`src/rtl/mss_pkg.sv`:
```
package mss_pkg;
  typedef enum logic {
    SRC_CORE  = 1'b0,
    SRC_SPARE = 1'b1
  } lane_src_e;
endpackage

```
`src/rtl/mss_entry_reg.sv`:
```
module mss_entry_reg #(
  parameter int ADDR_W = 9,
  parameter int LANE_W = 3
) (
  input  logic              clk,
  input  logic              rst_n,
  input  logic              wr_en,
  input  logic [ADDR_W-1:0] wr_addr,
  input  logic [LANE_W-1:0] wr_lane,
  input  logic              wr_valid,
  output logic [ADDR_W-1:0] ent_addr,
  output logic [LANE_W-1:0] ent_lane,
  output logic              ent_valid
);
  logic [ADDR_W-1:0] addr_d, addr_q;
  logic [LANE_W-1:0] lane_d, lane_q;
  logic              vld_d, vld_q;

  always_comb begin
    addr_d = addr_q;
    lane_d = lane_q;
    vld_d  = vld_q;
    if (wr_en) begin
      addr_d = wr_addr;
      lane_d = wr_lane;
      vld_d  = wr_valid;
    end
  end

  always_ff @(posedge clk or negedge rst_n) begin
    if (!rst_n) begin
      addr_q <= '0;
      lane_q <= '0;
      vld_q  <= 1'b0;
    end else if (wr_en) begin
      addr_q <= addr_d;
      lane_q <= lane_d;
      vld_q  <= vld_d;
    end
  end

  assign ent_addr  = addr_q;
  assign ent_lane  = lane_q;
  assign ent_valid = vld_q;

  assert_entry_load_R8: assert property (@(posedge clk) disable iff (!rst_n)
    wr_en |=> (ent_addr == $past(wr_addr)) && (ent_lane == $past(wr_lane))
              && (ent_valid == $past(wr_valid)));
  assert_entry_keep_R8: assert property (@(posedge clk) disable iff (!rst_n)
    !wr_en |=> $stable(ent_addr) && $stable(ent_lane) && $stable(ent_valid));
endmodule

```
`src/rtl/mss_lane_decoder.sv`:
```
module mss_lane_decoder #(
  parameter int LANES  = 8,
  parameter int ADDR_W = 9,
  parameter int LANE_W = 3
) (
  input  logic              clk,
  input  logic              rst_n,
  input  logic              spare_en,
  input  logic [ADDR_W-1:0] row_addr,
  input  logic [ADDR_W-1:0] ent_addr,
  input  logic [LANE_W-1:0] ent_lane,
  input  logic              ent_valid,
  output logic [LANES-1:0]  lane_sel
);
  logic hit;

  always_comb begin
    hit = spare_en && ent_valid && (row_addr == ent_addr);
  end

  for (genvar i = 0; i < LANES; i++) begin : g_dec
    always_comb begin
      lane_sel[i] = hit && (ent_lane == LANE_W'(i));
    end
  end

  assert_sel_onehot_R4: assert property (@(posedge clk) disable iff (!rst_n)
    $onehot0(lane_sel));
  assert_gate_spare_R5: assert property (@(posedge clk) disable iff (!rst_n)
    !spare_en |-> (lane_sel == '0));
  assert_gate_valid_R6: assert property (@(posedge clk) disable iff (!rst_n)
    !ent_valid |-> (lane_sel == '0));
  assert_gate_addr_R3: assert property (@(posedge clk) disable iff (!rst_n)
    (row_addr != ent_addr) |-> (lane_sel == '0));
endmodule

```
`src/rtl/mss_lane_mux.sv`:
```
module mss_lane_mux
  import mss_pkg::*;
#(
  parameter int RES_W = 8
) (
  input  logic             sel,
  input  logic [RES_W-1:0] core_val,
  input  logic [RES_W-1:0] spare_val,
  output logic [RES_W-1:0] lane_val
);
  lane_src_e src;

  always_comb begin
    src = sel ? SRC_SPARE : SRC_CORE;
    unique case (src)
      SRC_SPARE: lane_val = spare_val;
      default:   lane_val = core_val;
    endcase
  end
endmodule

```
`src/rtl/mac_spare_steer.sv`:
```
module mac_spare_steer #(
  parameter int LANES  = 8,
  parameter int RES_W  = 8,
  parameter int ADDR_W = 9,
  parameter int LANE_W = (LANES > 1) ? $clog2(LANES) : 1
) (
  input  logic                   clk,
  input  logic                   rst_n,
  input  logic                   cfg_we,
  input  logic [ADDR_W-1:0]      cfg_addr,
  input  logic [LANE_W-1:0]      cfg_lane,
  input  logic                   cfg_valid,
  input  logic                   spare_en,
  input  logic                   in_valid,
  input  logic [ADDR_W-1:0]      row_addr,
  input  logic [LANES*RES_W-1:0] core_res,
  input  logic [RES_W-1:0]       spare_res,
  output logic                   out_valid,
  output logic [LANES*RES_W-1:0] out_res
);
  localparam int BUS_W = LANES * RES_W;

  logic [ADDR_W-1:0] ent_addr;
  logic [LANE_W-1:0] ent_lane;
  logic              ent_valid;
  logic [LANES-1:0]  lane_sel;
  logic [BUS_W-1:0]  steered;
  logic [BUS_W-1:0]  res_d, res_q;
  logic              vld_d, vld_q;

  mss_entry_reg #(.ADDR_W(ADDR_W), .LANE_W(LANE_W)) u_entry (
    .clk(clk), .rst_n(rst_n), .wr_en(cfg_we), .wr_addr(cfg_addr),
    .wr_lane(cfg_lane), .wr_valid(cfg_valid),
    .ent_addr(ent_addr), .ent_lane(ent_lane), .ent_valid(ent_valid)
  );

  mss_lane_decoder #(.LANES(LANES), .ADDR_W(ADDR_W), .LANE_W(LANE_W)) u_dec (
    .clk(clk), .rst_n(rst_n), .spare_en(spare_en), .row_addr(row_addr),
    .ent_addr(ent_addr), .ent_lane(ent_lane), .ent_valid(ent_valid),
    .lane_sel(lane_sel)
  );

  for (genvar i = 0; i < LANES; i++) begin : g_lane
    mss_lane_mux #(.RES_W(RES_W)) u_mux (
      .sel(lane_sel[i]),
      .core_val(core_res[i*RES_W +: RES_W]),
      .spare_val(spare_res),
      .lane_val(steered[i*RES_W +: RES_W])
    );

    assert_lane_spare_R4: assert property (@(posedge clk) disable iff (!rst_n)
      in_valid && lane_sel[i] |=> out_res[i*RES_W +: RES_W] == $past(spare_res));
    assert_lane_core_R7: assert property (@(posedge clk) disable iff (!rst_n)
      in_valid && !lane_sel[i] |=>
        out_res[i*RES_W +: RES_W] == $past(core_res[i*RES_W +: RES_W]));
  end

  always_comb begin
    vld_d = in_valid;
    res_d = res_q;
    if (in_valid) begin
      res_d = steered;
    end
  end

  always_ff @(posedge clk or negedge rst_n) begin
    if (!rst_n) begin
      vld_q <= 1'b0;
      res_q <= '0;
    end else begin
      vld_q <= vld_d;
      if (in_valid) begin
        res_q <= res_d;
      end
    end
  end

  assign out_valid = vld_q;
  assign out_res   = res_q;

  assert_latency_R2: assert property (@(posedge clk) disable iff (!rst_n)
    in_valid |=> out_valid);
  assert_no_spurious_R2: assert property (@(posedge clk) disable iff (!rst_n)
    !in_valid |=> !out_valid);
  assert_hold_R9: assert property (@(posedge clk) disable iff (!rst_n)
    !in_valid |=> $stable(out_res));
  assert_reset_R1: assert property (@(posedge clk)
    !rst_n |-> !out_valid && (out_res == '0));
endmodule

```
`config.mk`:
```
export PLATFORM = sky130hd
export DESIGN_NAME = mac_spare_steer
export DESIGN_NICKNAME = d
export VERILOG_FILES = /design/src/rtl/mss_pkg.sv /design/src/rtl/mss_entry_reg.sv /design/src/rtl/mss_lane_decoder.sv /design/src/rtl/mss_lane_mux.sv /design/src/rtl/mac_spare_steer.sv
export SDC_FILE = /design/constraint.sdc
export NUM_CORES = 1
export LEC_CHECK = 0
export BUFFER_PORTS_ARGS = -buffer_cell sky130_fd_sc_hd__buf_4
export CORE_UTILIZATION = 44
export CTS_BUF_LIST = sky130_fd_sc_hd__clkbuf_16
export CTS_CLUSTER_SIZE = 28
export DETAILED_ROUTE_END_ITERATION = 10
export PLACE_DENSITY = 0.77
export SLEW_MARGIN = 25
export SYNTH_ARGS = -nofsm -noshare
export SYNTH_HDL_FRONTEND = slang
export SYNTH_SLANG_ARGS = --single-unit
```
`constraint.sdc`:
```
create_clock -name clk -period 2.5 [get_ports clk]
set_clock_uncertainty 0.2 [all_clocks]
set_input_delay 0 -clock clk [delete_from_list [all_inputs] [get_ports clk]]
set_output_delay 0 -clock clk [all_outputs]
set_load 0.1 [all_outputs]
```
==> results of run 1 <==
==> kinds of logic after synthesis <==
| kind of cell | count (synthesis) |
|---|---|
| xor gates and xnor gates | 11 |
| muxes | 13 |
| buffers and inverters | 75 |
| AOI/OAI and AO/OA | 96 |
| DFF | 78 |
| and+or+nand+nor | 96 |
==> metrics by stage <==
stage | setup WS (ps) | std cells | utilization (%) | cell area (um^2) | hold WS (ps)
detailed placement | 132 | 618 | 60.5 | 5330 | 33.5
floorplan | 216 | 369 | - | 4050 | -496
global placement | 201 | 618 | 60.5 | 5330 | 14.1
CTS | 51.5 | 732 | 75.2 | 6630 | 149
finish | 92.8 | 735 | 75.5 | 6650 | 70.1
global route | 1.42 | 735 | 75.5 | 6650 | 152
==> per-layer routing <==
layer / GRT usage (%) / wire length, um / vias up
met5: 0 / 0 / -
met4: 18.8 / 707 / 0
met3: 6.37 / 876 / 65
met2: 50.6 / 7200 / 225
met1: 35.8 / 5510 / 2126
li1: - / - / 1961
==> report_power, final <==
group	switching, mW	total (mW)	internal [mW]	leakage (nW)
Clock	0.497	1.36	0.858	0.148
Sequential	0.0826	1.46	1.38	0.942
Combinational	1.03	1.51	0.485	1.86
Total	1.61	4.33	2.72	2.95
==> cells in the mapped netlist (all sizes together) <==
cell / count / share of area, %
or4b: 1 / 0.25
dfrtp: 78 / 48
nor2b: 1 / 0.15
mux2: 13 / 3.6
inv: 33 / 3.1
a221o: 32 / 7.9
nor2: 1 / 0.093
o221ai: 32 / 6.9
buf: 14 / 3.0
or3: 8 / 2.1
nand4b: 2 / 0.43
nand3: 1 / 0.12
nor3b: 1 / 0.19
xnor2: 6 / 1.3
nand2: 11 / 1.0
and2: 32 / 4.9
o311ai: 32 / 6.9
xor2: 5 / 1.1
nand4: 3 / 0.46
or4: 3 / 0.65
clkbuf: 28 / 2.6
nor4: 32 / 4.9
==> critical path, stage by stage, from the launching register on <==
cell and delay (ps):
dfrtp_1 380, xor2_1 160, or4_4 660, buf_4 250, or3_4 460, o221ai_1 190
==> cell type report <==
class | instances | share of cell area (%)
clock inverters | 6 | 1.19
clock buffers | 9 | 3.39
flip-flops and latches | 78 | 29.3
repair buffers | 285 | 35.9
inverters | 33 | 1.86
multi-input cells | 216 | 26.2
well taps | 108 | 2.03
==> final timing paths <==
| check | start | endpoint | cells past startpoint |
|---|---|---|---|
| max | u_entry.ent_addr[3] | out_res[55] | 5 |
| min | rst_n | out_res[52] | 2 |
| max reg2reg | u_entry.ent_addr[3] | out_res[55] | 5 |
| min reg2reg | out_res[38] | out_res[38] | 1 |
| max in group asynchronous | rst_n | u_entry.ent_lane[1] | 2 |
| min in group clk | spare_res[6] | out_res[30] | 3 |
==> state kept, by name (all words and copies together) (netlist names) <==
name               flops
out_res               64
u_entry.ent_lane       3
u_entry.ent_addr       9
out_valid              1
u_entry.ent_valid      1
==> what timing repair did <==
item / in CTS / in global routing
endpoints found under the setup margin: 0 / 7
hold buffers: 99 / 0
resized for setup: 0 / 8
hold endpoints to repair: 156 / 0
buffers inserted: 0 / 3
==> reports/metrics.yaml, run 1 <==
synth_fa_ha_area_share_pct: 0
clock_path_buffers: 2
fillerInstances: 579
synth_cell_types: 26
fmax_mhz: 415
die_h_um: 97.9
cts_tree: "yes"
end_kind: "flip-flop"
syn2layout_area_growth_pct: 64.3
ios: 164
post-dp-hpwl_mm: 8.38
syn_area_per_cell_um2: 11.0
routed_wl_mm: 14.3
grt_pass1_wl_mm: 22.7
cts_buffers: 9
syn_inst: 369
die_w_um: 97.9
regArea_um2: 1950
power.density_nw_per_um2: 651
final_net_count: 722
yosys_warnings: 0
crit_arrival_ps: 2430
holdCritPathClass: "in -> async"
clock_sinks: 78
leakagePower_nw: 2.95
grt_pass1_vias: 4543
first_pass_iters: 8
synth_top_family_by_area: "compound AO/OA/AOI/OAI gates"
setup_violations: 0
status: "complete, but fails checks"
critPathKind: "reg -> reg"
vias_per_cell: 5.96
rsz0062_at_grt: "false"
drive_gt1_share_pct: 34.9
hold_viol_final: 0
worstPathRequired_ps: 2520
fin_crit_ps: 2410
fin_crit_sh_pct: 96.3
drt_iter0_markers: 311
violations: "design-rule violations"
ant_nets: 0
tns_ps: 0
layout_common_cells: "buf_4 (185), dlygate4sd3_1 (99), dfrtp_1 (78)"
numPortBuffers: 163
overflow: 0
wl_per_cell_um: 19.4
cap_violations: 0
clkLatencyLatePin_ps: 320
drv_slew: 0
crit_path_max_fanout: 18
ys_seq_area_share_pct: 48.2
synthMuxAreaShare_pct: 3.62
num_rows: 34
synth-xor-area-share_pct: 2.38
grtUsageTotal_pct: 30.3
final_common_cell: "buf_4"
ys_ff_latch: 78
total_power_mw: 4.33
r2r_slack_ps: 90
drc: 9
design.die.area_um2: 9590
initial_core_util_pct: 46.0
syn_nets: 468
start_kind: "flip-flop"
multi_input_area_um2: 1750
h-tree-depth: 3
grt_start_max_net_pins: 79
synth_simple_gate_area_share_pct: 15.4
antenna_found_initial: 0
cts_root_buf: "clkbuf_16"
gp_congestion: 0.838
clk_pin_slew_worst_paths_ps: 60
peakVddDrop_mv: 0.422
antennaDiodeCount: 0
synthesis.area_um2: 4050
coreArea_um2: 8810
slew_headroom_pct: 52.3
vias: 4377
synth_compound_area_share_pct: 21.8
tightest_slew_ps: 716
No activity file was read; power rests on OpenSTA's default activity.
==> run 2: changes to the inputs <==
Settings changed: RECOVER_POWER set to 25.
==> run 2 against run 1 <==
Against the previous run:
- the flow finishes with violations (design-rule violations, max-capacitance violations, max-slew violations)
- global-route usage is the same
- first-iteration DRC count shrank 3.9%
- utilization down 0.071 points
- via count decreased by 0.27%
- total power about the same
- count of clock-buffer cells in the layout stayed put
- sequential power hardly changed
- maximum frequency shrank 0.56%
- non-clock buffer count unchanged
- sequential cell count stayed put
- register-to-register slack is essentially flat
- sequential share of layout area about the same
- critical path type unchanged
- largest cell class unchanged
- highest routed layer unchanged
==> reports/metrics.yaml, run 2 (synthesized netlist as in run 1, its figures left out) <==
slew_headroom_pct: -17.0
drive_gt1_share_pct: 34.9
crit_path_max_fanout: 18
total_power_mw: 4.32
ios: 164
cap_violations: 1
peakVddDrop_mv: 0.422
placed_cell_area_um2: 5330
coreArea_um2: 8810
end_kind: "flip-flop"
status: "complete, but fails checks"
grt_pass1_vias: 4543
fmax_mhz: 413
drc: 9
layout_common_cells: "buf_4 (185), dlygate4sd3_1 (99), dfrtp_1 (78)"
initial_core_util_pct: 46.0
tightest_slew_ps: 1750
grt_start_max_net_pins: 79
final_net_count: 722
tns_ps: 0
hold_viol_final: 0
start_kind: "flip-flop"
die_w_um: 97.9
die_h_um: 97.9
worstPathRequired_ps: 2520
leakagePower_nw: 2.95
vias: 4365
wl_per_cell_um: 19.4
clock_path_buffers: 2
setup_violations: 0
drv_slew: 79
routed_wl_mm: 14.3
first_pass_iters: 8
r2r_start: "u_entry.ent_addr[3]"
critPathKind: "reg -> reg"
final_area_um2: 6650
largest_reg_flops: 64
hp-start: "spare_res[6]"
h-tree-depth: 3
vias_per_cell: 5.94
cts_tree: "yes"
cts_buffers: 9
ant_nets: 0
gp_congestion: 0.838
fin_crit_ps: 2420
post-dp-hpwl_mm: 8.38
critPathLaunch: "u_entry.ent_addr[3]"
drt_iter0_markers: 299
utilization_pct: 75.5
final_common_cell: "buf_4"
antennaDiodeCount: 0
holdCritPathClass: "in -> reg"
violations: "design-rule violations, max-capacitance violations, max-slew violations"
design.die.area_um2: 9590
clk_pin_slew_worst_paths_ps: 60
numPortBuffers: 163
grtUsageTotal_pct: 30.3
clock_sinks: 78
overflow: 0
clkLatencyLatePin_ps: 320
crit_arrival_ps: 2440
antenna_found_initial: 0
fin_crit_sh_pct: 96.8
rsz0062_at_grt: "false"
power.density_nw_per_um2: 651
cts_root_buf: "clkbuf_16"
syn2layout_area_growth_pct: 64.1
num_rows: 34
grt_pass1_wl_mm: 22.7
==> run 2: cell counts in the layout (fill, tap and decap cells not counted) <==
No cell type changed its count.
==> run 2: final timing paths <==
path / to / slack (ps) / cells past startpoint
worst max-delay path: out_res[10] / 80 / 5
worst min-delay path: out_res[30] / 150 / 3
worst max register to register: out_res[10] / 80 / 5
worst min register to register: out_res[38] / 320 / 1
max in group asynchronous: u_entry.ent_lane[0] / 560 / 2
min in group asynchronous: out_res[52] / 500 / 2
==> run 2: per-stage QoR <==
step           cells  hold WS, ps  setup WS (ps)
2_1_floorplan    369         -496            216
3_3_place_gp     618         14.1            201
3_5_place_dp     618         33.5            132
4_1_cts          732          149           51.5
5_1_grt          735          166           1.42
6_report         735          149           79.3
==> run 2: cell type report <==
class                      count  area (um^2)
timing repair buffer         285         2380
fill                         579         2160
sequential                    78         1950
multi-input combinational    216         1750
clock buffer                   9          225
tap                          108          135
inverter                      33          124
clock inverter                 6         78.8
==> run 2: timing repair <==
action,4_1_cts,5_1_grt
buffers inserted,0,3
resized for setup,0,8
hold endpoints to repair,156,0
hold buffers,99,0
setup endpoints to repair,0,7
==> run 2: where the power goes <==
part / leakage, nW / internal (mW) / switching [mW]
Sequential: 0.942 / 1.38 / 0.0827
Combinational: 1.86 / 0.484 / 1.03
Clock: 0.148 / 0.858 / 0.495
==> run 2: critical path, cell delays in order, from the launching register on <==
cell and delay [ps]:
dfrtp_1 380, xor2_1 160, or4_4 660, buf_4 250
or3_4 450, o221ai_1 210
==> run 2: layer usage <==
metal / up-vias / GRT usage (%) / routed length (um)
met5: - / 0 / 0
li1: 1965 / - / -
met3: 64 / 6.37 / 899
met1: 2104 / 35.8 / 5450
met2: 232 / 50.6 / 7210
met4: 0 / 18.8 / 703
==> run 3: changes to the inputs <==
Settings changed: CORE_UTILIZATION 44 to 45, CTS_BUF_LIST sky130_fd_sc_hd__clkbuf_16 to sky130_fd_sc_hd__clkbuf_4 sky130_fd_sc_hd__clkbuf_8, PLACE_DENSITY 0.77 to 0.78.
==> run 3 against run 2 <==
Against the previous run:
- the flow finishes with violations (max-capacitance violations, max-slew violations)
- design area decreased by 1.4%
- first-iteration DRC count decreased by 8.7%
- worst hold slack got worse by 38 ps
- global-route usage decreased by 0.094 points
- critical path type unchanged
- highest routed layer unchanged
==> reports/metrics.yaml, run 3 (synthesized netlist as in run 1, its figures left out) <==
post_cts_buffers: 0
hold_viol_final: 0
vias_per_cell: 5.93
grt_start_max_net_pins: 79
status: "complete, but fails checks"
cts_tree: "yes"
numPortBuffers: 163
antennaDiodeCount: 0
drt_iter0_markers: 273
gp_congestion: 0.844
fmax_mhz: 415
clock_path_buffers: 2
layout_common_cells: "buf_4 (177), dlygate4sd3_1 (99), dfrtp_1 (78)"
leakagePower_nw: 2.90
post-dp-hpwl_mm: 8.13
crit_arrival_ps: 2400
holdCritPathClass: "in -> reg"
tightest_slew_ps: 1910
grtUsageTotal_pct: 30.2
placed_cell_area_um2: 5330
clk_pin_slew_worst_paths_ps: 80
slew_headroom_pct: -27.4
cap_violations: 1
r2r-end: "out_res[13]"
grt_pass1_vias: 4454
syn2layout_area_growth_pct: 61.8
critPathLaunch: "u_entry.ent_addr[6]"
setup_violations: 0
cts_buffers: 9
end_kind: "flip-flop"
die_h_um: 96.9
clock_sinks: 78
final_common_cell: "buf_4"
r2r_slack_ps: 90
drive_gt1_share_pct: 35.0
hold_ws_ps: 111
fin_crit_ps: 2410
antenna_found_initial: 0
critPathKind: "reg -> reg"
vias: 4326
cts_root_buf: "clkbuf_8"
h-tree-depth: 3
r2r_start: "u_entry.ent_addr[6]"
fin_crit_sh_pct: 96.4
start_kind: "flip-flop"
cp-endpoint: "out_res[13]"
violations: "max-capacitance violations, max-slew violations"
final_area_um2: 6550
overflow: 0
num_rows: 34
ios: 164
die_w_um: 96.9
final_net_count: 716
crit_path_max_fanout: 35
rsz0062_at_grt: "true"
ant_nets: 0
initial_core_util_pct: 46.4
place_ws_ps: 123
wl_per_cell_um: 19.5
tns_ps: 0
worstPathRequired_ps: 2480
largest_reg_flops: 64
drc: 0
power.density_nw_per_um2: 613
coreArea_um2: 8720
design.die.area_um2: 9380
setup_ws_ps: 89.0
clkLatencyLatePin_ps: 340
grt_pass1_wl_mm: 22.6
peakVddDrop_mv: 0.347
routed_wl_mm: 14.2
rr_worst_depth: 5
first_pass_iters: 4
drv_slew: 79
run 3: changes by cell type in the layout (fill, tap and decap cells not counted), moves of 3 or more:
| cell | change |
|---|---|
| buf_4 | -8 |
| clkbuf_16 | -9 |
| clkbuf_8 | +10 |
| o311ai_0 | +3 |
| o311ai_1 | -4 |
run 3: worst min-delay path by stage:
stage	start	endpoint	slack (ps)	cells past startpoint
final	spare_res[6]	out_res[30]	110	3
after global routing	spare_res[6]	out_res[30]	110	3
after CTS	spare_res[6]	out_res[30]	100	3
after detailed placement	rst_n	out_res[53]	20	1
after global placement	rst_n	out_res[53]	10	1
after floorplan	rst_n	out_res[0]	-500	0
run 3: stage by stage:
stage	total power, mW	utilization, %	cells
final	4.01	75.1	730
after detailed placement	2.82	61.1	615
after floorplan	2.41	-	369
after CTS	4.00	75.1	730
after global routing	4.14	75.1	730
after global placement	2.80	61.1	615
run 3: power by group:
part / internal [mW] / leakage (nW) / switching (mW) / total (mW)
logic: 0.480 / 1.85 / 1.03 / 1.51
registers: 1.38 / 0.942 / 0.0834 / 1.46
clock network: 0.586 / 0.108 / 0.462 / 1.05
run 3: final cells by class:
class                   instances  area, um^2
multi-input cells             216        1750
fillers                       558        2170
well taps                     108         135
inverters                      33         124
flip-flops and latches         78        1950
clock buffers                  10         138
repair buffers                279        2360
clock inverters                 6        85.1
run 3: worst max-delay path, cell delays in order, from the launching register on:
cell	delay (ps)
dfrtp_1	400
xor2_1	170
or4_4	640
buf_12	220
o311ai_1	400
o221ai_1	220
run 3: repair_timing:
item,CTS,global route
endpoints found under the hold margin,156,0
setup endpoints to repair,0,8
gates resized for setup,0,6
hold buffers,99,0
run 3: layer usage:
layer | track usage (%) | part of all wire [%] | wire (um) | vias up
met1 | 36.8 | 38 | 5460 | 2068
met2 | 51.3 | 50 | 7100 | 248
met4 | 15.4 | 4.8 | 677 | 0
met3 | 5.27 | 7.0 | 989 | 61
li1 | - | - | - | 1949
met5 | 0 | 0 | 0 | -
